## src/rtl/mcs_pkg.sv

```systemverilog
package mcs_pkg;

    localparam int unsigned BUS_W = 16;

    typedef enum logic [1:0] {
        ST_IDLE  = 2'd0,
        ST_FIRST = 2'd1,
        ST_NEXT  = 2'd2
    } conv_state_e;

    typedef struct packed {
        logic eoc;
        logic eolc;
    } conv_flags_t;

endpackage

```

## src/rtl/mcs_cfg_reg.sv

```systemverilog
module mcs_cfg_reg #(
    parameter int unsigned NCH   = 8,
    parameter int unsigned BUS_W = 16,
    localparam int unsigned CNT_W = $clog2(NCH + 1)
) (
    input  logic             clk,
    input  logic             rst,
    input  logic             cfg_we,
    input  logic [BUS_W-1:0] cfg_wdata,
    output logic [BUS_W-1:0] cfg_rdata,
    output logic [NCH-1:0]   mask,
    output logic [CNT_W-1:0] en_cnt
);

    logic unused_hi;
    assign unused_hi = ^cfg_wdata[BUS_W-1:NCH];

    always_ff @(posedge clk) begin
        if (rst)
            mask <= '1;
        else if (cfg_we)
            mask <= cfg_wdata[NCH-1:0];
    end

    assign cfg_rdata = {{(BUS_W-NCH){1'b1}}, mask};

    always_comb begin
        en_cnt = '0;
        for (int i = 0; i < NCH; i++)
            en_cnt = en_cnt + CNT_W'(mask[i]);
    end

endmodule

```

## src/rtl/mcs_conv_ctrl.sv

```systemverilog
module mcs_conv_ctrl
    import mcs_pkg::*;
#(
    parameter int unsigned NCH       = 8,
    parameter int unsigned FIRST_DLY = 100,
    parameter int unsigned STEP_DLY  = 25,
    localparam int unsigned CNT_W  = $clog2(NCH + 1),
    localparam int unsigned SLOT_W = (NCH > 1) ? $clog2(NCH) : 1,
    localparam int unsigned MAXD   = (FIRST_DLY > STEP_DLY) ? FIRST_DLY : STEP_DLY,
    localparam int unsigned TMR_W  = $clog2(MAXD + 1)
) (
    input  logic              clk,
    input  logic              rst,
    input  logic              start,
    input  logic [CNT_W-1:0]  live_cnt,
    output logic [CNT_W-1:0]  run_cnt,
    output logic              wr_en,
    output logic [SLOT_W-1:0] wr_slot,
    output conv_flags_t       flags
);

    conv_state_e       state;
    logic [TMR_W-1:0]  tmr;
    logic [SLOT_W-1:0] slot;
    logic              is_last;

    assign wr_en   = (state != ST_IDLE) && (tmr == '0) && !start;
    assign wr_slot = slot;
    assign is_last = (CNT_W'(slot) + CNT_W'(1)) == run_cnt;

    always_ff @(posedge clk) begin
        if (rst) begin
            state   <= ST_IDLE;
            tmr     <= '0;
            slot    <= '0;
            run_cnt <= CNT_W'(NCH);
            flags   <= '0;
        end else if (start) begin
            run_cnt <= live_cnt;
            slot    <= '0;
            if (live_cnt == '0) begin
                state <= ST_IDLE;
                tmr   <= '0;
                flags <= '{eoc: 1'b1, eolc: 1'b1};
            end else begin
                state <= ST_FIRST;
                tmr   <= TMR_W'(FIRST_DLY - 1);
                flags <= '0;
            end
        end else if (wr_en) begin
            flags.eoc <= 1'b1;
            if (is_last) begin
                flags.eolc <= 1'b1;
                state      <= ST_IDLE;
            end else begin
                state <= ST_NEXT;
                tmr   <= TMR_W'(STEP_DLY - 1);
                slot  <= slot + SLOT_W'(1);
            end
        end else if (state != ST_IDLE) begin
            tmr <= tmr - TMR_W'(1);
        end
    end

endmodule

```

## src/rtl/mcs_result_store.sv

```systemverilog
module mcs_result_store #(
    parameter int unsigned NCH   = 8,
    parameter int unsigned RES_W = 12,
    parameter int unsigned BUS_W = 16,
    localparam int unsigned CNT_W  = $clog2(NCH + 1),
    localparam int unsigned SLOT_W = (NCH > 1) ? $clog2(NCH) : 1
) (
    input  logic               clk,
    input  logic               rst,
    input  logic               start,
    input  logic [NCH-1:0]     mask,
    input  logic [NCH*RES_W-1:0] samp_in,
    input  logic               wr_en,
    input  logic [SLOT_W-1:0]  wr_slot,
    input  logic [CNT_W-1:0]   run_cnt,
    input  logic               rd_en,
    output logic [BUS_W-1:0]   rd_data
);

    logic [RES_W-1:0]  staged [NCH];
    logic [RES_W-1:0]  result [NCH];
    logic [RES_W-1:0]  picked [NCH];
    logic [SLOT_W-1:0] rd_ptr;

    // For each slot k, select the sample of the k-th enabled channel.
    for (genvar k = 0; k < NCH; k++) begin : g_pick
        always_comb begin
            logic [CNT_W-1:0] seen;
            seen      = '0;
            picked[k] = '0;
            for (int c = 0; c < NCH; c++) begin
                if (mask[c]) begin
                    if (seen == CNT_W'(k))
                        picked[k] = samp_in[c*RES_W +: RES_W];
                    seen = seen + CNT_W'(1);
                end
            end
        end

        always_ff @(posedge clk) begin
            if (rst) begin
                staged[k] <= '0;
                result[k] <= '0;
            end else begin
                if (start)
                    staged[k] <= picked[k];
                if (wr_en && wr_slot == SLOT_W'(k))
                    result[k] <= staged[k];
            end
        end
    end

    always_ff @(posedge clk) begin
        if (rst || start)
            rd_ptr <= '0;
        else if (rd_en && ((CNT_W'(rd_ptr) + CNT_W'(1)) < run_cnt))
            rd_ptr <= rd_ptr + SLOT_W'(1);
    end

    assign rd_data = (run_cnt == '0) ? '1 : {{(BUS_W-RES_W){1'b1}}, result[rd_ptr]};

endmodule

```

## src/rtl/mcs_seq.sv

```systemverilog
module mcs_seq
    import mcs_pkg::*;
#(
    parameter int unsigned NCH       = 8,
    parameter int unsigned RES_W     = 12,
    parameter int unsigned FIRST_DLY = 100,
    parameter int unsigned STEP_DLY  = 25,
    localparam int unsigned CNT_W  = $clog2(NCH + 1),
    localparam int unsigned SLOT_W = (NCH > 1) ? $clog2(NCH) : 1
) (
    input  logic                 clk,
    input  logic                 rst,
    input  logic                 cfg_we,
    input  logic [BUS_W-1:0]     cfg_wdata,
    output logic [BUS_W-1:0]     cfg_rdata,
    input  logic                 start,
    input  logic [NCH*RES_W-1:0] samp_in,
    input  logic                 rd_en,
    output logic [BUS_W-1:0]     rd_data,
    output logic                 eoc,
    output logic                 eolc
);

    logic [NCH-1:0]    mask;
    logic [CNT_W-1:0]  live_cnt;
    logic [CNT_W-1:0]  run_cnt;
    logic              wr_en;
    logic [SLOT_W-1:0] wr_slot;
    conv_flags_t       flags;

    mcs_cfg_reg #(.NCH(NCH), .BUS_W(BUS_W)) u_cfg (
        .clk       (clk),
        .rst       (rst),
        .cfg_we    (cfg_we),
        .cfg_wdata (cfg_wdata),
        .cfg_rdata (cfg_rdata),
        .mask      (mask),
        .en_cnt    (live_cnt)
    );

    mcs_conv_ctrl #(.NCH(NCH), .FIRST_DLY(FIRST_DLY), .STEP_DLY(STEP_DLY)) u_ctrl (
        .clk      (clk),
        .rst      (rst),
        .start    (start),
        .live_cnt (live_cnt),
        .run_cnt  (run_cnt),
        .wr_en    (wr_en),
        .wr_slot  (wr_slot),
        .flags    (flags)
    );

    mcs_result_store #(.NCH(NCH), .RES_W(RES_W), .BUS_W(BUS_W)) u_store (
        .clk     (clk),
        .rst     (rst),
        .start   (start),
        .mask    (mask),
        .samp_in (samp_in),
        .wr_en   (wr_en),
        .wr_slot (wr_slot),
        .run_cnt (run_cnt),
        .rd_en   (rd_en),
        .rd_data (rd_data)
    );

    assign eoc  = flags.eoc;
    assign eolc = flags.eolc;

endmodule

```

## config.mk

```make
export PLATFORM = sky130hd
export DESIGN_NAME = mcs_seq
export DESIGN_NICKNAME = d
export VERILOG_FILES = /design/src/rtl/mcs_pkg.sv /design/src/rtl/mcs_cfg_reg.sv /design/src/rtl/mcs_conv_ctrl.sv /design/src/rtl/mcs_result_store.sv /design/src/rtl/mcs_seq.sv
export SDC_FILE = /design/constraint.sdc
export NUM_CORES = 1
export LEC_CHECK = 0
export BUFFER_PORTS_ARGS = -buffer_cell sky130_fd_sc_hd__buf_4
export CAP_MARGIN = 20
export CORE_MARGIN = 5
export CORE_UTILIZATION = 50
export CTS_CLUSTER_SIZE = 8
export DETAILED_ROUTE_END_ITERATION = 12
export HOLD_SLACK_MARGIN = 0.03
export PLACE_DENSITY_LB_ADDON = 0.05
export SYNTH_ARGS = -nofsm -noshare
export SYNTH_HDL_FRONTEND = slang
export SYNTH_SLANG_ARGS = --single-unit
```

## constraint.sdc

```tcl
create_clock -name clk -period 7 [get_ports clk]
set_clock_uncertainty 0.05 [all_clocks]
set_input_delay 0 -clock clk [delete_from_list [all_inputs] [get_ports clk]]
set_output_delay 0 -clock clk [all_outputs]
set_load 0.05 [all_outputs]
```

==> results.toml <==
[die]
dieArea_um2 = 35800
start_util_pct = 50.7
fp.coreArea_um2 = 31600
die_w_um = 189
row_count = 65
fp.dieH_um = 189
pin_count = 151

[layout]
nets = 1815
final_cell_mix = "edfxtp_1, buf_4, mux2i_1"
final_common_cell = "edfxtp_1"
syn_to_final_growth_pct = 16.5
diodes = 0
drive_above_1_share_pct = 21.0
nFillCells = 2656
fin_area_um2 = 18700

[global_route]
grt_pass1_wl_um = 75500
grt_max_degree = 66
gr-usage-all-layers_pct = 26.9
antenna_found_initial = 2
overflow = 0
first_global_vias = 12400

[detailed_routing]
firstDrtPassIters = 7
ant_nets = 0
first_iter_violations = 1467
drc = 0
vias = 12900
post_drt_wl_per_cell_um = 23.6
wl_um = 48900
vias_per_cell = 6.19

[cts]
cts_made_buffers = 34
post_cts_buffers = 0
htree_num_levels = 2
clkSlewWorstSetupHoldPaths_ns = 0.06
post_cts_resized = 0
cts_sinks = 224
cts-root-buf = "clkbuf_16"
clock_path_buffers = 3
hold_buffers = 55
worst_skew_pair.late_latency_ns = 0.50
tritoncts = "done"

[outcome]
outcome = "finished, final reports clean"

[synth]
ys_async_sr_fraction_pct = 0
synthFlopType = "edfxtp_1"
synth.cell_area_um2 = 16000
synth_seq_cells = 224
synth_top_area_share_pct = 35.9
synthTopCellsByArea = "edfxtp_1, mux2i_1, mux2_2"
synth-edff-count = 192
yosys.area.top_type = "edfxtp_1"
syn-instance-count = 1551
yosysWarnings = 0
seq_area_frac_synth_pct = 39.9
synth_cell_types = 80
syn_avg_cell_area_um2 = 10.3

[placed_design]
place_area_um2 = 17200
port_buffers = 130
place.gp.congestion = 0.948
preCtsSetupSlack_ns = 0.928
dp_hpwl_um = 37200

[sta]
post-route-period-util_pct = 87.8
setup_viol_count_final = 0
setup_ws_ns = 0.854
hold_viol_final = 0
slew_headroom_pct = 22.7
timing.hold.ws_ns = 0.0544
min_period_ns = 6.15
tns_ns = 0
report.final.slew_viol_count = 0
tightest_slew_ns = 1.14
fmax_mhz = 163
rsz0062_at_grt = "no"

[pwr]
power.leakage_uw = 0.00800
ir_drop_uv = 149
p_per_area_nw_per_um2 = 285

[critical_path]
end_kind = "flip-flop"
cp_max_fo = 19
arrival_ns = 6.38
critPathLaunchType = "flip-flop"
crit_type = "reg -> reg"
worstPathRequired_ns = 7.23

[run]
cap_violations = 0

[worst_hold_path]
hp-class = "in -> reg"
==> area by class of cell <==
type / instances / area (µm²) / area share (%)
multi-input combinational: 1145 / 8850 / 47.4
sequential: 224 / 6410 / 34.3
timing repair buffer: 222 / 1840 / 9.85
clock buffer: 45 / 913 / 4.89
tap: 402 / 503 / 2.69
inverter: 35 / 131 / 0.703
clock inverter: 4 / 43.8 / 0.234
==> logic make-up (layout without fill, tap and decap cells) <==
family | after synthesis | after routing | share of synthesized area [%]
buffers and inverters | 193 | 306 | 5.40
other | 1 | 12 | 0.0234
muxes | 271 | 271 | 19.5
DFF | 224 | 224 | 39.9
adders and majority gates | 36 | 36 | 2.99
xor gates and xnor gates | 20 | 20 | 1.34
and+or+nand+nor | 467 | 467 | 14.6
AOI/OAI and AO/OA | 339 | 339 | 16.2
==> where the power goes <==
group | internal, µW | switching (µW) | leakage (µW)
sequential | 1630 | 61.3 | 0.00232
clock | 904 | 555 | 0.000459
combinational | 815 | 1360 | 0.00522
==> Yosys cell counts, drive strengths merged, types with 5 or more instances <==
cell type / instances
buf: 56
edfxtp: 192
o311ai: 6
nor2b: 5
xnor2: 13
clkbuf: 102
nand4: 27
inv: 34
a22oi: 16
dfxtp: 32
or3: 6
a21oi: 44
o2bb2ai: 46
a211oi: 44
and2: 41
and3: 81
o31ai: 14
or4: 5
a41oi: 12
a21o: 5
ha: 32
nor3: 19
xor2: 6
o21ai: 55
o211ai: 10
mux2: 96
nand2: 136
mux4: 24
a221oi: 40
nand3: 29
mux2i: 151
a311oi: 25
nor2: 101
==> flip-flops by register name (all words and copies together), names as in the netlist, named ones only <==
| signal | count |
|---|---|
| u_cfg.mask | 8 |
| u_ctrl.flags | 2 |
| u_ctrl.run_cnt | 4 |
| u_ctrl.state | 2 |
| u_ctrl.tmr | 7 |
| u_ctrl.wr_slot | 3 |
| u_store.rd_ptr | 3 |
| u_store.result | 96 |
| u_store.staged | 96 |
==> worst max-delay path: stages, from the launching register on <==
cell	delay, ns
dfxtp_1	0.33
inv_1	0.06
ha_1	0.60
ha_1	0.33
buf_4	0.18
ha_1	0.33
nand2_1	0.10
o21ai_0	0.16
ha_1	0.40
nor2b_1	0.08
a21oi_1	0.23
ha_1	0.19
nand2_1	0.11
xnor2_1	0.49
xnor2_1	0.25
nand3_1	0.14
or3_1	0.57
nand3_1	0.77
a221oi_1	0.54
==> through the flow <==
stage               power (µW)  utilization, %  cells
global route              5580            59.1   2077
CTS                       5310            59.0   2076
floorplan                 3210               -   1562
detailed placement        3790            54.2   1972
finish                    5320            59.1   2077
global placement          3770            54.2   1971
==> final timing paths <==
path	startpoint	to	slack [ns]	cells past startpoint
setup / recovery	u_cfg.mask[0]	u_store.staged[1][12]	0.85	18
hold / removal	samp_in[81]	u_store.staged[1][33]	0.05	3
setup reg to reg	u_cfg.mask[0]	u_store.staged[1][12]	0.85	18
hold reg to reg	u_ctrl.state[0]	u_ctrl.state[0]	0.44	2
==> per-layer routing <==
layer / routed length (µm) / track usage (%)
met1: 22600 / 40.2
met2: 22100 / 42.2
met3: 3130 / 3.39
met4: 1070 / 5.86
met5: 27 / 0
No activity file was read; power rests on OpenSTA's default activity.
